===== config.mk =====
export PLATFORM = sky130hd
export DESIGN_NAME = tmr8_unit
export DESIGN_NICKNAME = d
export VERILOG_FILES = /design/src/rtl/tmr8_pkg.sv /design/src/rtl/tmr8_prescale.sv /design/src/rtl/tmr8_count.sv /design/src/rtl/tmr8_irq.sv /design/src/rtl/tmr8_unit.sv
export SDC_FILE = /design/constraint.sdc
export NUM_CORES = 1
export LEC_CHECK = 0
export ABC_AREA = 1
export CORE_AREA = 4 4 69 71
export DETAILED_ROUTE_END_ITERATION = 10
export DIE_AREA = 0 0 73 75
export PLACE_DENSITY = 0.83
export SYNTH_ARGS = -nofsm -noshare
export SYNTH_HDL_FRONTEND = slang
export SYNTH_SLANG_ARGS = --single-unit

===== constraint.sdc =====
create_clock -name clk -period 3.2 [get_ports clk]
set_input_delay 0.96 -clock clk [delete_from_list [all_inputs] [get_ports clk]]
set_output_delay 0.96 -clock clk [all_outputs]
set_load 0.03 [all_outputs]

===== src/rtl/tmr8_pkg.sv =====
package tmr8_pkg;

    localparam int CNT_W  = 8;
    localparam int PRE_W  = 10;
    localparam int SEL_W  = 3;
    localparam int NSRC   = 3;
    localparam int ADDR_W = 3;

    typedef logic [CNT_W-1:0] cnt_t;
    typedef logic [SEL_W-1:0] sel_t;

    localparam cnt_t CNT_MAX = {CNT_W{1'b1}};

    // register addresses
    localparam logic [ADDR_W-1:0] A_COUNT = 3'd0;
    localparam logic [ADDR_W-1:0] A_CTRL  = 3'd1;
    localparam logic [ADDR_W-1:0] A_CMPA  = 3'd2;
    localparam logic [ADDR_W-1:0] A_CMPB  = 3'd3;
    localparam logic [ADDR_W-1:0] A_MASK  = 3'd4;
    localparam logic [ADDR_W-1:0] A_FLAGS = 3'd5;

    // source index doubles as bit position and vector code
    localparam int SRC_CMPA = 0;
    localparam int SRC_CMPB = 1;
    localparam int SRC_OVF  = 2;

    typedef enum logic [1:0] {
        VEC_CMPA = 2'd0,
        VEC_CMPB = 2'd1,
        VEC_OVF  = 2'd2,
        VEC_NONE = 2'd3
    } vec_e;

    typedef logic [NSRC-1:0] evt_t;

    // prescaler phase mask (divisor - 1) for a clock-select code
    function automatic logic [PRE_W-1:0] sel_mask(input sel_t s);
        case (s)
            3'd1:    return PRE_W'(0);
            3'd2:    return PRE_W'(7);
            3'd3:    return PRE_W'(63);
            3'd4:    return PRE_W'(255);
            3'd5:    return PRE_W'(1023);
            default: return PRE_W'(0);
        endcase
    endfunction

    function automatic logic sel_runs(input sel_t s);
        return (s >= 3'd1) && (s <= 3'd5);
    endfunction

endpackage


===== src/rtl/tmr8_prescale.sv =====
module tmr8_prescale
    import tmr8_pkg::*;
(
    input  logic clk,
    input  logic rst,
    input  sel_t sel,
    input  logic restart,
    output logic tick
);
    logic [PRE_W-1:0] phase;
    logic [PRE_W-1:0] pmask;
    logic             run;

    always_comb begin
        pmask = sel_mask(sel);
        run   = sel_runs(sel);
        tick  = run && ((phase & pmask) == pmask);
    end

    always_ff @(posedge clk) begin
        if (rst || restart || !run) begin
            phase <= '0;
        end else begin
            phase <= phase + 1'b1;
        end
    end


    stop_quiet_chk: assert property (@(posedge clk) disable iff (rst)
        !run |=> (phase == '0));
endmodule


===== src/rtl/tmr8_count.sv =====
module tmr8_count
    import tmr8_pkg::*;
(
    input  logic clk,
    input  logic rst,
    input  logic tick,
    input  logic load,
    input  cnt_t load_val,
    input  cnt_t cmp_a,
    input  cnt_t cmp_b,
    output cnt_t count,
    output evt_t evt
);
    cnt_t nxt;
    logic step;

    always_comb begin
        step = tick && !load;
        nxt  = count + 1'b1;
        evt  = '0;
        evt[SRC_OVF]  = step && (count == CNT_MAX);
        evt[SRC_CMPA] = step && (nxt == cmp_a);
        evt[SRC_CMPB] = step && (nxt == cmp_b);
    end

    always_ff @(posedge clk) begin
        if (rst) begin
            count <= '0;
        end else if (load) begin
            count <= load_val;
        end else if (tick) begin
            count <= nxt;
        end
    end


    load_wins_chk: assert property (@(posedge clk) disable iff (rst)
        load |=> (count == $past(load_val)));


    step_one_chk: assert property (@(posedge clk) disable iff (rst)
        (!load && tick) |=> (count == cnt_t'($past(count) + 1'b1)));
endmodule


===== src/rtl/tmr8_irq.sv =====
module tmr8_irq
    import tmr8_pkg::*;
(
    input  logic clk,
    input  logic rst,
    input  evt_t evt,
    input  evt_t mask,
    input  evt_t w1c,
    input  logic ack,
    output evt_t flags,
    output logic irq_req,
    output vec_e irq_vec
);
    evt_t live;
    evt_t ack_clr;

    always_comb begin
        live    = flags & mask;
        irq_req = |live;
        if (live[SRC_CMPA])      irq_vec = VEC_CMPA;
        else if (live[SRC_CMPB]) irq_vec = VEC_CMPB;
        else if (live[SRC_OVF])  irq_vec = VEC_OVF;
        else                     irq_vec = VEC_NONE;
    end

    for (genvar i = 0; i < NSRC; i++) begin : g_flag
        assign ack_clr[i] = ack && irq_req && (irq_vec == vec_e'(i));
        always_ff @(posedge clk) begin
            if (rst) begin
                flags[i] <= 1'b0;
            end else if (evt[i]) begin
                flags[i] <= 1'b1;
            end else if (w1c[i] || ack_clr[i]) begin
                flags[i] <= 1'b0;
            end
        end
    end


    mask_gate_chk: assert property (@(posedge clk) disable iff (rst)
        ((flags & mask) == '0) |-> !irq_req);


    prio_a_chk: assert property (@(posedge clk) disable iff (rst)
        (flags[SRC_CMPA] && mask[SRC_CMPA]) |-> (irq_vec == VEC_CMPA));


    ovf_set_chk: assert property (@(posedge clk) disable iff (rst)
        evt[SRC_OVF] |=> flags[SRC_OVF]);
endmodule


===== src/rtl/tmr8_unit.sv =====
module tmr8_unit
    import tmr8_pkg::*;
(
    input  logic              clk,
    input  logic              rst,
    input  logic [2:0]        bus_addr,
    input  logic              bus_wr,
    input  logic [7:0]        bus_wdata,
    output logic [7:0]        bus_rdata,
    output logic              irq_req,
    output logic [1:0]        irq_vec,
    input  logic              irq_ack
);
    sel_t ctrl_sel;
    cnt_t cmp_a, cmp_b, count;
    evt_t mask, flags, evt, w1c;
    logic tick;
    logic wr_count, wr_ctrl;
    vec_e vec;

    assign wr_count = bus_wr && (bus_addr == A_COUNT);
    assign wr_ctrl  = bus_wr && (bus_addr == A_CTRL);
    assign w1c      = (bus_wr && (bus_addr == A_FLAGS)) ? bus_wdata[NSRC-1:0] : '0;

    always_ff @(posedge clk) begin
        if (rst) begin
            ctrl_sel <= '0;
            cmp_a    <= '0;
            cmp_b    <= '0;
            mask     <= '0;
        end else if (bus_wr) begin
            case (bus_addr)
                A_CTRL:  ctrl_sel <= bus_wdata[SEL_W-1:0];
                A_CMPA:  cmp_a    <= bus_wdata;
                A_CMPB:  cmp_b    <= bus_wdata;
                A_MASK:  mask     <= bus_wdata[NSRC-1:0];
                default: ;
            endcase
        end
    end

    tmr8_prescale i_pre (
        .clk     (clk),
        .rst     (rst),
        .sel     (ctrl_sel),
        .restart (wr_ctrl),
        .tick    (tick)
    );

    tmr8_count i_cnt (
        .clk      (clk),
        .rst      (rst),
        .tick     (tick),
        .load     (wr_count),
        .load_val (bus_wdata),
        .cmp_a    (cmp_a),
        .cmp_b    (cmp_b),
        .count    (count),
        .evt      (evt)
    );

    tmr8_irq i_irq (
        .clk     (clk),
        .rst     (rst),
        .evt     (evt),
        .mask    (mask),
        .w1c     (w1c),
        .ack     (irq_ack),
        .flags   (flags),
        .irq_req (irq_req),
        .irq_vec (vec)
    );

    assign irq_vec = vec;

    always_comb begin
        case (bus_addr)
            A_COUNT: bus_rdata = count;
            A_CTRL:  bus_rdata = {{(8-SEL_W){1'b0}}, ctrl_sel};
            A_CMPA:  bus_rdata = cmp_a;
            A_CMPB:  bus_rdata = cmp_b;
            A_MASK:  bus_rdata = {{(8-NSRC){1'b0}}, mask};
            A_FLAGS: bus_rdata = {{(8-NSRC){1'b0}}, flags};
            default: bus_rdata = '0;
        endcase
    end


    stop_hold_chk: assert property (@(posedge clk) disable iff (rst)
        (!sel_runs(ctrl_sel) && !wr_count) |=> $stable(count));


    ack_clear_chk: assert property (@(posedge clk) disable iff (rst)
        (irq_ack && irq_req && vec == VEC_OVF && !evt[SRC_OVF]) |=> !flags[SRC_OVF]);
endmodule


== After elaboration in Yosys (flattened, before gate mapping) ==
Index checks and enable logic that the tools add are counted.
Widths: inputs -> output; s select.

* Memories: 0
* Bits of input ports: 15
* Flip-flop bits (word level): 43
* Latch bits: 0
* Memory bits (read-only): 0
* RAM bits: 0
* Output and inout port bits: 11

* Order comparisons: 2
* Eq/ne operators: 15
* Multipliers: 0
* Bitwise gates (word level): 2
* Shifts and indexed selects: 0
* Reductions and logical operators: 31
* Add/subtract/negate cells: 2
* Div/mod/pow operators: 0
* Muxes and demuxes: 14

{| class="wikitable"
|+ Operators by type and width
! operator !! count
|-
| $pmux 8 s6 || 1
|-
| $pmux 10 s4 || 1
|-
| $eq 8x8->1 || 2
|-
| $mux 8 || 2
|-
| $logic_and 1x1->1 || 13
|-
| $eq 3x2->1 const B || 4
|-
| $eq 3x3->1 const B || 4
|-
| $add 10x1->10 const B || 1
|-
| $and 10x10->10 || 1
|-
| $eq 10x10->1 || 1
|-
| $add 8x1->8 const B || 1
|-
| $eq 8x8->1 const B || 1
|-
| $reduce_and 2->1 || 4
|-
| $reduce_bool 2->1 || 4
|-
| $mux 1 || 7
|-
| $logic_or 1x1->1 || 5
|-
| $mux 2 || 2
|-
| $and 3x3->3 || 1
|-
| $eq 3x1->1 const B || 1
|-
| $ge 3x1->1 const B || 1
|-
| $le 3x3->1 const B || 1
|-
| $logic_not 3->1 || 1
|-
| $mux 3 || 1
|-
| $reduce_or 3->1 || 1
|-
| 4 further kinds || 5
|}

== Logic depth before layout (Yosys ltp) ==
* Depth after elaboration: 9
* Depth in mapped cells: 11
* Gate-level depth less buffers: 11

== Cells and area by module ==
Synthesis repeated with hierarchy kept, for this count alone.

* Cells, all modules: 472
* Area total of the unflattened synthesis: 2808.9 um^2

{| class="wikitable"
|+ By module, submodules not included
! module !! area each (um^2) !! seq. area each (um^2) !! times used !! cells an instance
|-
| tmr8_unit || 1273.7 || 440.4 || 1 || 213
|-
| tmr8_count || 795.8 || 160.2 || 1 || 142
|-
| tmr8_prescale || 575.6 || 200.2 || 1 || 91
|-
| tmr8_irq || 163.9 || 60.1 || 1 || 26
|}

== Worst setup path after synthesis ==
No wires, ideal clock.

* Path kind: input -> output
* Start point: input port bus_addr[1]
* End point: output port bus_rdata[0]
* Required time: 2.240 ns
* Path slack: 0.303 ns
* Arrival time: 1.937 ns
* Buffers on the path: 0
* Stages on the path: 3
* Cells stage by stage: nor3_1 inv_1 o21ai_0

* Word-level cells in the longest chain between the ends: 2
* Elaborated cells on any way between the ends: 7
* Those cells by class: eq/ne: 5; mux: 1; reduce/logical: 1

{| class="wikitable"
|+ RTL lines
! item !! line !! RTL
|-
| start, declared || tmr8_unit.sv:6 || <nowiki>input logic [2:0] bus_addr,</nowiki>
|-
| $eq 3x3->1 (tied with other cells) || tmr8_unit.sv:77 || <nowiki>case (bus_addr)</nowiki>
|-
| $pmux 8 s6 * || tmr8_unit.sv:77 ||
|-
| end, declared || tmr8_unit.sv:9 || <nowiki>output logic [7:0] bus_rdata,</nowiki>
|}

Every way passes the cells marked *; elsewhere a longest branch is shown, timed or not.

== Final worst setup path ==
* Start point: input port bus_addr[0]
* End point: output port bus_rdata[2]

The elaborated chain is that of the path after synthesis.

==> results.md <==
- Crit Path Category: in -> out
- Most common cell after layout, fill and taps aside: nand2_1
- Post-Place Setup Slack: -115 ps
- Seq/Total Area, Yosys: 35.1%
- RSZ-0062 raised after global routing: no
- Most frequent cells in the layout: nand2_1 (90), inv_1 (46), dfxtp_1 (43), nand3_1 (36)
- CP max stage cell: dlygate4sd2_1
- ANT nets after route: 0
- Hold Vio Cnt, Final: 0
- Post-synth EDFFs: 0
- Top FF cell, synth: dfxtp_1
- Die span in x: 73 um
- Leading area contributor after synthesis: dfxtp_1
- First-pass GRT wire length: 10900 um
- Top cells by area, synth: dfxtp_1 (35%), nand2_1 (14%), nand3_1 (7.5%), inv_1 (7.3%), a21oi_1 (6.1%)
- HPWL after detailed placement: 4690 um
- Clock latency on the worst-skew pair: 300 ps
- Pwr dens: 394 nW/um2
- Setup Viol. Count Final: 0
- CTS Buf Count: 5
- CP Max Fanout: 4
- Hold Worst Slack: 455 ps
- Clock buffer depth: 2
- Residual DRC: 0
- Wirelength per Cell: 13.9 um
- #FFs+latches synth: 43
- Syn Area/Cell: 6.61 um2
- Relative slew slack: 66.4%
- Pre-Repair DR Iteration Count: 4
- Leak pwr: 1.23 nW
- Synth Instances: 371
- WL final: 6440 um
- Largest net degree at the start of global routing: 21
- Initial DRC count: 166
- Starting Density: 57.9%
- CP cell instances: dlygate4sd2_1, buf_4, nand2_2, inv_2, a22oi_1, o21ai_1, nor2_1, o21ai_0, buf_4
- Worst Setup End Kind: primary output
- Top sig layer: met4
- Max Cap Violations: 0
- WL met2: 3170 um
- Global Route Usage Sum: 25.7%
- Fmax: 0.322 GHz
- Final Skew: 9.06 ps
- Ports: 26
- CP arrival: 2150 ps
- Vias: 2564
- Core area: 4230 um2
- Slew of the pin with the lowest slew margin: 505 ps
- Num rows: 24
- Crit path launch type: input pin
- Met1 Wirelength: 2800 um
- Vias per cell: 5.53
- Tightest Hold Check Type: reg -> reg
- Yosys warns: 0
- Worst path required time: 2240 ps
- Total grt overflow: 0
- H-tree depth: 2
- Initial antenna violation count: 0
- Delay-heaviest family, CP: buffers and inverters
- Port bufs: 25
- Die height: 75 um
- Area growth syn-to-layout: 20.8%
- Syn_nets: 388
- Status: finished clean
- Tcrit/Tclk final: 97.1%
- Root Driver: clkbuf_8
- Buf+Inv Stages, Crit Path: 4
- N_diodes: 0
- Synth unique cells: 33
- Peak VDD IR: 0.265 mV
- DIE AREA: 5480 um2
- GPL Wtd Cong: 0.938
- Layout cell share with drive strength beyond 1: 14.3%
- Worst-path clk slew: 80 ps
- Ys async rst share: 0%
- Final Slew Violations: 0
- Max stage delay on crit path: 280 ps
- Met3 Wirelength: 376 um
- CTS tree: yes
- Nets: 428
- CTS Sinks: 43
- Post-Syn Area: 2450 um2
- Most frequent CP cell: buf_4
- Crit path time final: 3110 ps
- Vias in the first global route: 2413
- Final worst slack: 92.8 ps
- Post-synth top area share: 35.1%
## report_power, final
part	leakage (nW)	internal [mW]	switching [mW]
sequential	0.348	0.549	0.0157
clock	0.0612	0.253	0.190
combinational	0.816	0.0623	0.0971
total	1.23	0.864	0.303
## kinds of logic after synthesis
group | after synthesis | synth area share, %
simple gates | 178 | 32.3
xor+xnor | 5 | 1.79
fa+ha+maj | 2 | 1.02
compound gates | 85 | 20.1
buf+inv | 58 | 9.64
flops | 43 | 35.1
## worst reg2reg max path: stages (launching register included)
cell and delay, ps:
dfxtp_1 510, ha_1 250, nand2_2 120, inv_2 110, nand4_2 140, nand3_1 130
nand2_1 50, nor2_1 90, nand3_1 120, a21oi_1 140
## layer usage
metal	global-route usage (%)	vias to the layer above
li1	-	1313
met1	31.9	1165
met2	44.8	76
met3	4.01	10
met4	9.84	0
met5	0	-
## final cells by class
class	count	area, um2
clock buffer	6	82.6
clock inverter	2	35.0
fill	371	1270
inverter	52	195
multi-input combinational	270	1390
sequential	43	861
tap	52	65.1
timing repair buffer	39	335
## cell usage after synthesis, types with 3 or more instances
master and number:
inv_1 48, clkbuf_1 3, dfxtp_1 43, nor2_1 30
nand3_1 37, nand2_2 7, nor2_2 3, xnor2_1 3
nand2_1 90, inv_2 4, o221ai_1 5, o22ai_1 3
o21ai_0 29, a21oi_1 30, a31oi_1 9, a22oi_1 3
## worst paths after layout
path / cells after the start / start / end / slack, ps
setup / recovery: 9 / bus_addr[0] / bus_rdata[2] / 90
hold / removal: 1 / i_pre.phase[0] / i_pre.phase[0] / 450
setup reg to reg: 9 / i_cnt.count[0] / i_irq.flags[0] / 1490
hold reg to reg: 1 / i_pre.phase[0] / i_pre.phase[0] / 450
## timing repair
item,4_1_cts,5_1_grt
hold buffers,0,0
endpoints found under the setup margin,8,0
setup buffers,1,0
gates resized for setup,14,0
## stage by stage
step | instances | utilization (%) | cell area, um2 | total power [mW] | TNS, ps
2_1_floorplan | 371 | - | 2450 | 0.665 | 0
3_3_place_gp | 455 | 66.3 | 2810 | 0.727 | -512
3_5_place_dp | 455 | 66.3 | 2810 | 0.730 | -604
4_1_cts | 464 | 70.0 | 2960 | 1.17 | 0
5_1_grt | 464 | 70.0 | 2960 | 1.21 | 0
6_report | 464 | 70.0 | 2960 | 1.17 | 0
## flip-flops by register name, indices dropped and copies added (netlist names)
name / flops
i_pre.phase: 10
cmp_a: 8
cmp_b: 8
i_cnt.count: 8
ctrl_sel: 3
i_irq.flags: 3
mask: 3
(Power assumes the default switching activity.)
